**src/rtl/slp_pwr_pkg.sv**
```systemverilog
package slp_pwr_pkg;

    localparam int CTRL_W = 8;
    localparam int BIT_SE = 6;
    localparam int BIT_M2 = 7;
    localparam int BIT_M1 = 5;
    localparam int BIT_M0 = 4;

    typedef enum logic [2:0] {
        M_IDLE  = 3'b000,
        M_ADCNR = 3'b001,
        M_PDOWN = 3'b010,
        M_PSAVE = 3'b011,
        M_RSV4  = 3'b100,
        M_RSV5  = 3'b101,
        M_STBY  = 3'b110,
        M_XSTBY = 3'b111
    } slp_mode_e;

    typedef enum logic [1:0] {
        ST_RUN   = 2'b00,
        ST_SLEEP = 2'b01,
        ST_WAKE  = 2'b10
    } slp_status_e;

    typedef enum logic [1:0] {
        PH_RUN   = 2'b00,
        PH_SLEEP = 2'b01,
        PH_START = 2'b10,
        PH_HALT  = 2'b11
    } slp_phase_e;

    typedef struct packed {
        logic cpu;
        logic io;
        logic adc;
        logic async_tmr;
        logic osc;
    } clk_gate_t;

    localparam clk_gate_t GATES_ON = '{cpu: 1'b1, io: 1'b1, adc: 1'b1, async_tmr: 1'b1, osc: 1'b1};

    // Map a raw code to the mode actually used; unsupported codes fall back to idle.
    function automatic slp_mode_e resolve_mode(input logic [2:0] code, input logic xtal);
        slp_mode_e m;
        case (code)
            3'b100, 3'b101: m = M_IDLE;
            3'b110, 3'b111: m = xtal ? slp_mode_e'(code) : M_IDLE;
            default:        m = slp_mode_e'(code);
        endcase
        return m;
    endfunction

    function automatic clk_gate_t mode_gates(input slp_mode_e m);
        clk_gate_t g;
        g = '0;
        case (m)
            M_IDLE:  begin g.io = 1'b1; g.adc = 1'b1; g.async_tmr = 1'b1; g.osc = 1'b1; end
            M_ADCNR: begin g.adc = 1'b1; g.async_tmr = 1'b1; g.osc = 1'b1; end
            M_PSAVE: begin g.async_tmr = 1'b1; end
            M_STBY:  begin g.osc = 1'b1; end
            M_XSTBY: begin g.async_tmr = 1'b1; g.osc = 1'b1; end
            default: g = '0;
        endcase
        return g;
    endfunction

    // Modes that stop the main oscillator need the start-up wait on wake.
    function automatic logic needs_startup(input slp_mode_e m);
        return (m == M_PDOWN) || (m == M_PSAVE);
    endfunction

endpackage

```
**src/rtl/slp_cfg_reg.sv**
```systemverilog
module slp_cfg_reg
    import slp_pwr_pkg::*;
(
    input  logic              clk,
    input  logic              rst,
    input  logic              we,
    input  logic [CTRL_W-1:0] wdata,
    output logic [CTRL_W-1:0] q,
    output logic              sleep_en,
    output logic [2:0]        mode_code
);
    always_ff @(posedge clk) begin
        if (rst) begin
            q <= '0;
        end else if (we) begin
            q <= wdata;
        end
    end

    assign sleep_en  = q[BIT_SE];
    assign mode_code = {q[BIT_M2], q[BIT_M1], q[BIT_M0]};
endmodule

```
**src/rtl/slp_wake_fsm.sv**
```systemverilog
module slp_wake_fsm
    import slp_pwr_pkg::*;
#(
    parameter int STARTUP_CYC = 16,
    parameter int WAKE_HALT   = 4
) (
    input  logic       clk,
    input  logic       rst,
    input  logic       sleep_req,
    input  logic       sleep_en,
    input  slp_mode_e  eff_mode,
    input  logic       irq_pend,
    output slp_phase_e phase,
    output slp_mode_e  held_mode,
    output logic       irq_go
);
    localparam int MAX_CYC = (STARTUP_CYC > WAKE_HALT) ? STARTUP_CYC : WAKE_HALT;
    localparam int CNT_W   = $clog2(MAX_CYC + 1);
    localparam logic [CNT_W-1:0] START_LD = CNT_W'(STARTUP_CYC - 1);
    localparam logic [CNT_W-1:0] HALT_LD  = CNT_W'(WAKE_HALT - 1);

    logic [CNT_W-1:0] cnt;

    always_ff @(posedge clk) begin
        if (rst) begin
            phase     <= PH_RUN;
            held_mode <= M_IDLE;
            cnt       <= '0;
            irq_go    <= 1'b0;
        end else begin
            irq_go <= 1'b0;
            case (phase)
                PH_RUN: begin
                    if (sleep_req && sleep_en) begin
                        phase     <= PH_SLEEP;
                        held_mode <= eff_mode;
                    end
                end
                PH_SLEEP: begin
                    if (irq_pend) begin
                        if (needs_startup(held_mode)) begin
                            phase <= PH_START;
                            cnt   <= START_LD;
                        end else begin
                            phase <= PH_HALT;
                            cnt   <= HALT_LD;
                        end
                    end
                end
                PH_START: begin
                    if (cnt == '0) begin
                        phase <= PH_HALT;
                        cnt   <= HALT_LD;
                    end else begin
                        cnt <= cnt - 1'b1;
                    end
                end
                default: begin
                    if (cnt == '0) begin
                        phase  <= PH_RUN;
                        irq_go <= 1'b1;
                    end else begin
                        cnt <= cnt - 1'b1;
                    end
                end
            endcase
        end
    end
endmodule

```
**src/rtl/slp_gate_dec.sv**
```systemverilog
module slp_gate_dec
    import slp_pwr_pkg::*;
(
    input  slp_phase_e  phase,
    input  slp_mode_e   held_mode,
    output clk_gate_t   gates,
    output slp_status_e status,
    output logic        core_halt
);
    always_comb begin
        gates     = GATES_ON;
        status    = ST_RUN;
        core_halt = 1'b0;
        case (phase)
            PH_SLEEP: begin
                gates     = mode_gates(held_mode);
                status    = ST_SLEEP;
                core_halt = 1'b1;
            end
            PH_START: begin
                gates     = mode_gates(held_mode);
                gates.osc = 1'b1;
                status    = ST_WAKE;
                core_halt = 1'b1;
            end
            PH_HALT: begin
                status    = ST_WAKE;
                core_halt = 1'b1;
            end
            default: ;
        endcase
    end
endmodule

```
**src/rtl/slp_pwr_ctrl.sv**
```systemverilog
module slp_pwr_ctrl
    import slp_pwr_pkg::*;
#(
    parameter int STARTUP_CYC = 16,
    parameter int WAKE_HALT   = 4
) (
    input  logic        clk,
    input  logic        rst,
    input  logic        bus_we,
    input  logic [7:0]  bus_wdata,
    output logic [7:0]  bus_rdata,
    input  logic        sleep_instr,
    input  logic        xtal_ext,
    input  logic        irq_pend,
    output logic        core_halt,
    output logic        irq_go,
    output logic        clk_en_cpu,
    output logic        clk_en_io,
    output logic        clk_en_adc,
    output logic        clk_en_async,
    output logic        osc_run,
    output logic [1:0]  pm_status
);
    logic        sleep_en;
    logic [2:0]  mode_code;
    slp_mode_e   eff_mode;
    slp_mode_e   held_mode;
    slp_phase_e  phase;
    clk_gate_t   gates;
    slp_status_e status;

    slp_cfg_reg u_cfg (
        .clk       (clk),
        .rst       (rst),
        .we        (bus_we),
        .wdata     (bus_wdata),
        .q         (bus_rdata),
        .sleep_en  (sleep_en),
        .mode_code (mode_code)
    );

    assign eff_mode = resolve_mode(mode_code, xtal_ext);

    slp_wake_fsm #(
        .STARTUP_CYC (STARTUP_CYC),
        .WAKE_HALT   (WAKE_HALT)
    ) u_fsm (
        .clk       (clk),
        .rst       (rst),
        .sleep_req (sleep_instr),
        .sleep_en  (sleep_en),
        .eff_mode  (eff_mode),
        .irq_pend  (irq_pend),
        .phase     (phase),
        .held_mode (held_mode),
        .irq_go    (irq_go)
    );

    slp_gate_dec u_dec (
        .phase     (phase),
        .held_mode (held_mode),
        .gates     (gates),
        .status    (status),
        .core_halt (core_halt)
    );

    assign clk_en_cpu   = gates.cpu;
    assign clk_en_io    = gates.io;
    assign clk_en_adc   = gates.adc;
    assign clk_en_async = gates.async_tmr;
    assign osc_run      = gates.osc;
    assign pm_status    = status;
endmodule

```
**config.mk**
```make
export PLATFORM = sky130hd
export DESIGN_NAME = slp_pwr_ctrl
export DESIGN_NICKNAME = d
export VERILOG_FILES = /design/src/rtl/slp_pwr_pkg.sv /design/src/rtl/slp_cfg_reg.sv /design/src/rtl/slp_wake_fsm.sv /design/src/rtl/slp_gate_dec.sv /design/src/rtl/slp_pwr_ctrl.sv
export SDC_FILE = /design/constraint.sdc
export NUM_CORES = 1
export LEC_CHECK = 0
export ABC_CLOCK_PERIOD_IN_PS = 2700
export BUFFER_PORTS_ARGS = -buffer_cell sky130_fd_sc_hd__buf_2
export CORE_MARGIN = 2
export CORE_UTILIZATION = 36
export DETAILED_ROUTE_END_ITERATION = 10
export PLACE_DENSITY = 0.61
export SLEW_MARGIN = 15
export SYNTH_ARGS = -nofsm -noshare
export SYNTH_HDL_FRONTEND = slang
export SYNTH_SLANG_ARGS = --single-unit
export TNS_END_PERCENT = 50
```
**constraint.sdc**
```tcl
create_clock -name clk -period 2.7 [get_ports clk]
set_clock_uncertainty 0.2 [all_clocks]
set_input_delay 0.27 -clock clk [delete_from_list [all_inputs] [get_ports clk]]
set_output_delay 0.27 -clock clk [all_outputs]
set_load 0.03 [all_outputs]
```
==> results of run 1 <==
==> sequential cells by signal (all words and copies together), names as in the netlist <==
register and cells:
u_cfg.q 8, u_fsm.held_mode 3, u_fsm.cnt 5, u_fsm.irq_go 1, u_fsm.phase 2
==> synth_stat cells (2+ instances only) <==
cell	count	area share
nor2b_1	2	0.012
nand2b_1	4	0.023
a21oi_1	10	0.047
o21ai_0	4	0.019
nor2_1	19	0.067
mux2i_1	9	0.084
dfxtp_1	19	0.35
clkbuf_1	3	0.011
o31ai_1	3	0.021
nand2_1	7	0.025
nor3_1	2	0.0093
inv_1	9	0.032
nand3_1	5	0.023
ha_1	7	0.082
==> metrics by stage <==
| step | total power (W) | hold slack, ns |
|---|---|---|
| CTS | 0.00147 | 0.00132 |
| global route | 0.00160 | 0.00886 |
| finish | 0.00147 | 0.00406 |
| detailed placement | 0.00132 | 0.254 |
| floorplan | 0.00109 | 0.218 |
| global placement | 0.00131 | 0.252 |
==> worst register-to-register path, delay by kind of cell, from the launching register on <==
family,cells,cell delay (ns)
AO/OA/AOI/OAI,2,0.46
adder cells (fa/ha/maj),1,0.33
buffers and inverters,1,0.15
flip-flops,1,0.39
multiplexers,1,0.32
AND/OR/NAND/NOR,1,0.21
==> worst max-delay path by stage <==
stage | from | end | slack, ns | depth (start not counted)
floorplan | u_fsm.phase[0] | clk_en_io | 0.14 | 4
global placement | u_fsm.cnt[0] | u_fsm.phase[0] | 0.57 | 5
detailed placement | u_fsm.phase[0] | osc_run | 0.49 | 5
CTS | u_fsm.phase[0] | osc_run | 0.16 | 5
global route | u_fsm.phase[0] | osc_run | 0.06 | 5
finish | u_fsm.phase[0] | osc_run | 0.26 | 5
==> per-layer routing <==
metal	track usage	vias up	wire length (microns)
li1	-	512	-
met1	0.200	482	1090
met2	0.230	32	1090
met3	0.0308	4	153
met4	0.0584	0	28
met5	0	-	0
==> power by group <==
part           switching, W  total, W  internal (W)
clock             0.0000924  0.000148     0.0000552
combinational      0.000569  0.000935      0.000367
sequential        0.0000563  0.000391      0.000334
==> kinds of logic after synthesis <==
kind of cell    after synthesis  synth area share
flops                        19             0.355
fa+ha+maj                     7            0.0817
buf+inv                      13            0.0490
simple gates                 47             0.219
mux                          10            0.0980
compound gates               28             0.189
xor+xnor                      1           0.00817
==> what timing repair did <==
item,in CTS,in global routing
hold endpoints to repair,3,0
hold buffers,3,0
gates resized for setup,0,1
setup endpoints to repair,0,1
==> cell type report <==
type,count,area [sq um],area share
timing repair buffer,34,188,0.143
clock inverter,1,5.00,0.00381
tap,31,38.8,0.0295
clock buffer,3,22.5,0.0171
multi-input combinational,93,647,0.492
inverter,9,33.8,0.0257
sequential,19,380,0.289
==> summary.txt, run 1 <==
Outcome
  – Status: complete, no violations

Global routing
  – Global-route wire length before repair: 3920 microns
  – Vias in the first global route: 869
  – Antenna violations before repair: 0
  – GRT Util Overall: 0.148
  – Largest net degree at the start of global routing: 25
  – Overflow after GRT: 0

Timing
  – Endpoints failing setup: 0
  – Min Tclk post-route: 2.44 ns
  – Slew of the pin with the lowest slew margin: 0.435 ns
  – Final WS setup: 0.256 ns
  – Final-report max-slew violation count: 0
  – Final hold violation count: 0
  – Slew HR: 0.710
  – Final worst-path cycle share: 0.905
  – Maximum clock rate: 0.409 GHz
  – Unrepaired setup endpoints after global routing: false
  – Setup TNS: 0 ns

Synthesis
  – Top_reg_cell synth: dfxtp_1
  – Synth Area per Inst: 8.58 sq um
  – Synth async-reset ratio: 0
  – Synth Cell Area: 1070 sq um
  – EDFF count, synth: 0
  – Sequential share of the synthesized area: 0.355
  – #FFs+latches synth: 19
  – Net count after synthesis: 146
  – Mapped Cells: 125
  – Library cells used by synthesis: 36
  – Synthesis warning total: 0

Pwr
  – Power Density: 1120 nW/um^2
  – Leakage: 0.574 nW
  – VDD IR max: 0.000829 V

Setup path
  – Worst reg2reg setup slack: 0.55 ns
  – WP data required: 2.23 ns
  – Critical Path Max Stage Delay: 0.46 ns
  – Endpoint class of the critical path: output pin
  – CP delay by family, top: flip-flops
  – Startpoint Class: flop
  – Highest-delay cell along the critical path: dfxtp_1
  – R2r startpoint: u_fsm.phase[0]
  – WP buf/inv: 2
  – CP Max Fanout: 9
  – Crit path cell chain: inv_1 -> ha_1 -> nor2b_2 -> o21ai_0 -> buf_2
  – WP data arrival: 1.97 ns
  – Reg-to-Reg End: u_fsm.phase[0]
  – Worst Path Class, Setup: flop to output pin
  – Cells on worst reg2reg path: 6

Layout
  – Post-layout util: 0.473
  – Diodes inserted: 0
  – Post-route design area: 1320 sq um
  – Non-filler cells, final: 190
  – Fillers: 261
  – Final #Nets: 181
  – Most common cell after layout, fill and taps aside: buf_2
  – Layout area overhead: 22.6%
  – Fraction of layout cells with a size suffix above 1: 0.264
  – Commonest non-fill, non-tap cells in the layout: 30 x buf_2, 19 x nor2_1, 19 x dfxtp_1

Route
  – Vias/cell: 5.42
  – Drt drc: 0
  – WL/cell: 12.4 microns
  – Detailed-route wire length: 2360 microns
  – ANT nets after route: 0
  – Via count: 1030
  – Drt initial violations: 26
  – TritonRoute pass-1 iters: 4

Min path
  – Hold path depth: 3
  – Hold Path End: u_cfg.q[5]
  – Hold_sp: bus_wdata[5]
  – Min-delay worst type: input pin to flop

Floorplanning
  – Die H: 58.6 microns
  – Die W: 58.6 microns
  – Core ar.: 2780 sq um
  – Initial Util: 0.386
  – Total die area: 3430 sq um
  – Rows: 19
  – Top-level port count: 31

Run
  – MaxCap Viol Count: 0

Placement
  – Placed cells: 183
  – Global placer's final weighted congestion: 0.824
  – Number of I/O port buffers: 30
  – DP Wirelength: 1730 microns
  – Placed Area: 1250 sq um
  – Placement Setup Slack: 0.490 ns

Clock tree
  – Root Driver: clkbuf_4
  – Clock slew at reported path FFs: 0.11 ns
  – H-tree depth: 1
  – Clock latency on the worst-skew pair: 0.30 ns
  – Setup Fix Bufs, Post-CTS: 0
  – CTS Sinks: 19
  – Clock buffer count from CTS: 3
  – CTS tree: built
  – CTS max path bufs: 2
No activity file was read; power rests on OpenSTA's default activity.
==> run 2: changes to the inputs <==
- CTS_BUF_LIST: default -> sky130_fd_sc_hd__clkbuf_16
- GPL_ROUTABILITY_DRIVEN: default -> 0
==> summary.txt, run 2 (synthesis gave the netlist of run 1 again) <==
Route
  – Vias/cell: 5.36
  – Drt drc: 0
  – Detailed-route wire length: 2280 microns
  – ANT nets after route: 0
  – WL/cell: 12.2 microns
  – Via count: 1003
  – TritonRoute pass-1 iters: 3
  – Drt initial violations: 24

Pwr
  – Flop pwr share: 0.241
  – Clock share of power: 0.187
  – Switch Pwr: 0.000731 W
  – P_int: 0.000895 W
  – Gate power share: 0.572
  – Power Density: 1220 nW/um^2
  – Sw Ratio: 0.450
  – VDD IR max: 0.000845 V
  – Leakage: 0.584 nW

Placement
  – Number of I/O port buffers: 30
  – DP Wirelength: 1730 microns
  – Placed Area: 1250 sq um
  – Placement Setup Slack: 0.490 ns

Layout
  – Fraction of layout cells with a size suffix above 1: 0.263
  – Diodes inserted: 0
  – Final #Nets: 178
  – Largest regs: u_cfg.q (8), u_fsm.cnt (5), u_fsm.held_mode (3)
  – Max reg flops: 8
  – Layout area overhead: 24.5%
  – Largest Register: u_cfg.q
  – Commonest non-fill, non-tap cells in the layout: 30 x buf_2, 19 x nor2_1, 19 x dfxtp_1
  – Post-route design area: 1340 sq um
  – Most common cell after layout, fill and taps aside: buf_2
  – Fillers: 260

Setup path
  – WP data required: 2.23 ns
  – Endpoint class of the critical path: output pin
  – WP data arrival: 2.00 ns
  – Worst Path Class, Setup: flop to output pin
  – CP Max Fanout: 9
  – Startpoint Class: flop

Floorplanning
  – Rows: 19
  – Die W: 58.6 microns
  – Die H: 58.6 microns
  – Top-level port count: 31
  – Total die area: 3430 sq um
  – Initial Util: 0.386
  – Core ar.: 2780 sq um

Timing
  – Endpoints failing setup: 0
  – Unrepaired setup endpoints after global routing: false
  – Final-report max-slew violation count: 0
  – Final worst-path cycle share: 0.914
  – Maximum clock rate: 0.405 GHz
  – Final hold violation count: 0
  – Fin Hold WS: 0.0501 ns
  – Min Tclk post-route: 2.47 ns
  – Slew of the pin with the lowest slew margin: 0.427 ns
  – Final WS setup: 0.232 ns
  – Slew HR: 0.715
  – Setup TNS: 0 ns

Clock tree
  – Post-cts resize count: 0
  – Clock buffer count from CTS: 3
  – CTS max path bufs: 2
  – Hold Buf Count CTS: 0
  – Clock latency on the worst-skew pair: 0.25 ns
  – Root Driver: clkbuf_16
  – H-tree depth: 1
  – CTS tree: built
  – Setup Fix Bufs, Post-CTS: 0
  – Clock slew at reported path FFs: 0.05 ns
  – CTS Sinks: 19

Min path
  – Min-delay worst type: input pin to flop

Run
  – MaxCap Viol Count: 0

Global routing
  – Overflow after GRT: 0
  – GRT Util Overall: 0.143
  – Largest net degree at the start of global routing: 25
  – Antenna violations before repair: 0
  – Vias in the first global route: 845
  – Global-route wire length before repair: 3830 microns

Outcome
  – Status: complete, no violations
==> run 2: through the flow <==
step / power, W / utilization / cells
global route: 0.00175 / 0.480 / 187
floorplan: 0.00109 / - / 125
global placement: 0.00131 / 0.451 / 183
detailed placement: 0.00132 / 0.451 / 183
finish: 0.00163 / 0.480 / 187
CTS: 0.00163 / 0.480 / 187
==> run 2: cell type report <==
cell class / count / area [sq um] / area share
Clock inverter: 1 / 5.00 / 0.00375
Timing Repair Buffer: 31 / 158 / 0.118
Sequential cell: 19 / 380 / 0.285
Inverter: 9 / 33.8 / 0.0253
Multi-Input combinational cell: 93 / 644 / 0.483
Tap cell: 31 / 38.8 / 0.0291
Clock buffer: 3 / 75.1 / 0.0562
==> run 2: final timing paths <==
| kind | from | to | slack [ns] | cells past startpoint |
|---|---|---|---|---|
| setup reg to reg | u_fsm.phase[0] | u_fsm.phase[0] | 0.56 | 6 |
| hold reg to reg | u_fsm.cnt[1] | u_fsm.cnt[1] | 0.26 | 2 |
| setup / recovery | u_fsm.phase[0] | osc_run | 0.23 | 5 |
| hold / removal | bus_wdata[1] | u_cfg.q[1] | 0.05 | 3 |
==> run 2: power groups by stage <==
stage          clock (W)  sequential (W)  combinational (W)
6_report        0.000304        0.000391           0.000931
5_1_grt         0.000328        0.000402            0.00102
4_1_cts         0.000312        0.000391           0.000928
3_5_place_dp           0        0.000397           0.000925
3_3_place_gp           0        0.000395           0.000919
2_1_floorplan          0        0.000405           0.000690
==> run 2: worst max-delay path, stage by stage (launching register included) <==
cell and delay, ns:
dfxtp_1 0.44, inv_1 0.13, ha_1 0.46, nor2b_1 0.34, o21ai_0 0.16, buf_2 0.20
==> run 2: metal layers <==
layer,up-vias,GRT usage,share of wire
met1,469,0.201,0.47
met5,-,0,0
li1,505,-,-
met2,27,0.220,0.46
met4,0,0.0487,0.011
met3,2,0.0286,0.058
==> run 3: changes to the inputs <==
- CELL_PAD_IN_SITES_DETAIL_PLACEMENT: default -> 1
- CELL_PAD_IN_SITES_GLOBAL_PLACEMENT: default -> 2
- CORE_UTILIZATION: 36 -> 29
- PLACE_DENSITY: 0.61 -> 0.79
==> summary.txt, run 3 (synthesis gave the netlist of run 1 again) <==
Clock tree
  – Setup Fix Bufs, Post-CTS: 0
  – Clock buffer count from CTS: 3
  – Hold Buf Count CTS: 0
  – H-tree depth: 1
  – CTS Sinks: 19
  – Root Driver: clkbuf_16
  – Post-cts resize count: 0
  – Clock latency on the worst-skew pair: 0.25 ns
  – CTS max path bufs: 2
  – Clock slew at reported path FFs: 0.06 ns
  – CTS tree: built

Timing
  – Min Tclk post-route: 2.55 ns
  – Unrepaired setup endpoints after global routing: false
  – Slew of the pin with the lowest slew margin: 0.416 ns
  – Maximum clock rate: 0.392 GHz
  – Final-report max-slew violation count: 0
  – Final worst-path cycle share: 0.946
  – Fin Hold WS: 0.0515 ns
  – Endpoints failing setup: 0
  – Final hold violation count: 0
  – Slew HR: 0.721
  – Setup TNS: 0 ns
  – Final WS setup: 0.146 ns

Layout
  – Max reg flops: 8
  – Non-filler cells, final: 204
  – Diodes inserted: 0
  – Layout area overhead: 26.4%
  – Largest regs: u_cfg.q (8), u_fsm.cnt (5), u_fsm.held_mode (3)
  – Fraction of layout cells with a size suffix above 1: 0.256
  – Commonest non-fill, non-tap cells in the layout: 30 x buf_2, 19 x nor2_1, 19 x dfxtp_1
  – Most common cell after layout, fill and taps aside: buf_2
  – Largest Register: u_cfg.q
  – Final #Nets: 178

Pwr
  – Clock share of power: 0.185
  – Power Density: 1220 nW/um^2
  – Switch Pwr: 0.000764 W
  – Power Total: 0.00166 W
  – Sw Ratio: 0.461
  – Gate power share: 0.576
  – Flop pwr share: 0.238
  – Leakage: 0.585 nW
  – VDD IR max: 0.000315 V
  – P_int: 0.000895 W

Route
  – Detailed-route wire length: 2780 microns
  – WL/cell: 13.6 microns
  – TritonRoute pass-1 iters: 4
  – Drt initial violations: 54
  – ANT nets after route: 0
  – Vias/cell: 5.06
  – Via count: 1033
  – Drt drc: 0

Global routing
  – M2 GR Usage: 0.253
  – Antenna violations before repair: 0
  – Overflow after GRT: 0
  – Met1 global-route usage: 0.169
  – Global-route wire length before repair: 4740 microns
  – Largest net degree at the start of global routing: 25
  – GRT Util Overall: 0.144
  – Grt met3 use: 0.0243
  – GR peak layer: met2
  – Vias in the first global route: 1095

Outcome
  – Status: complete, no violations

Floorplanning
  – Die H: 64.8 microns
  – Core ar.: 3610 sq um
  – Rows: 22
  – Die W: 64.8 microns
  – Initial Util: 0.297
  – Top-level port count: 31
  – Total die area: 4200 sq um

Setup path
  – CP Max Fanout: 9
  – Cells on worst reg2reg path: 6
  – WP data required: 2.23 ns
  – WP data arrival: 2.08 ns
  – Endpoint class of the critical path: output pin
  – Worst Path Class, Setup: flop to output pin
  – Startpoint Class: flop

Min path
  – Min-delay worst type: input pin to flop
  – Hold path depth: 3

Placement
  – Placed cells: 200
  – Placement Setup Slack: 0.436 ns
  – Number of I/O port buffers: 30
  – DP Wirelength: 2160 microns

Run
  – MaxCap Viol Count: 0
[run 3: final cells by class]
| cell class | count | area (sq um) |
|---|---|---|
| Tap cell | 48 | 60.1 |
| Sequential cell | 19 | 380 |
| Fill cell | 464 | 2250 |
| Multi-Input combinational cell | 93 | 644 |
| Clock inverter | 1 | 3.75 |
| Inverter | 9 | 33.8 |
| Clock buffer | 3 | 75.1 |
| Timing Repair Buffer | 31 | 158 |
[run 3: critical path, cell delays in order (launching register included)]
cell,delay (ns)
dfxtp_1,0.46
inv_1,0.15
ha_1,0.48
nor2b_1,0.35
o21ai_0,0.17
buf_2,0.21
[run 3: per-layer routing]
metal / up-vias / routed length [microns]
met5: - / 0
met4: 0 / 52
met3: 5 / 147
met2: 34 / 1320
met1: 487 / 1260
li1: 507 / -
[run 3: stage by stage]
stage                     utilization  area (sq um)
final                           0.376          1360
after global routing            0.376          1360
after CTS                       0.376          1360
after detailed placement        0.354          1280
after global placement          0.354          1280
after floorplan                     -          1080
[run 3: path summary, 6_finish.rpt]
kind / start / endpoint / slack (ns)
setup / recovery: u_fsm.phase[0] / osc_run / 0.15
hold / removal: bus_wdata[4] / u_cfg.q[4] / 0.05
setup reg to reg: u_fsm.phase[0] / u_fsm.phase[0] / 0.47
hold reg to reg: u_fsm.cnt[1] / u_fsm.cnt[1] / 0.27
[run 3: power groups by stage]
| stage | Clock (W) | Combinational (W) | Sequential [W] |
|---|---|---|---|
| after floorplan | 0 | 0.000690 | 0.000405 |
| after global placement | 0 | 0.000935 | 0.000397 |
| after detailed placement | 0 | 0.000963 | 0.000401 |
| after CTS | 0.000319 | 0.000967 | 0.000396 |
| after global routing | 0.000327 | 0.00105 | 0.000404 |
| final | 0.000308 | 0.000956 | 0.000395 |
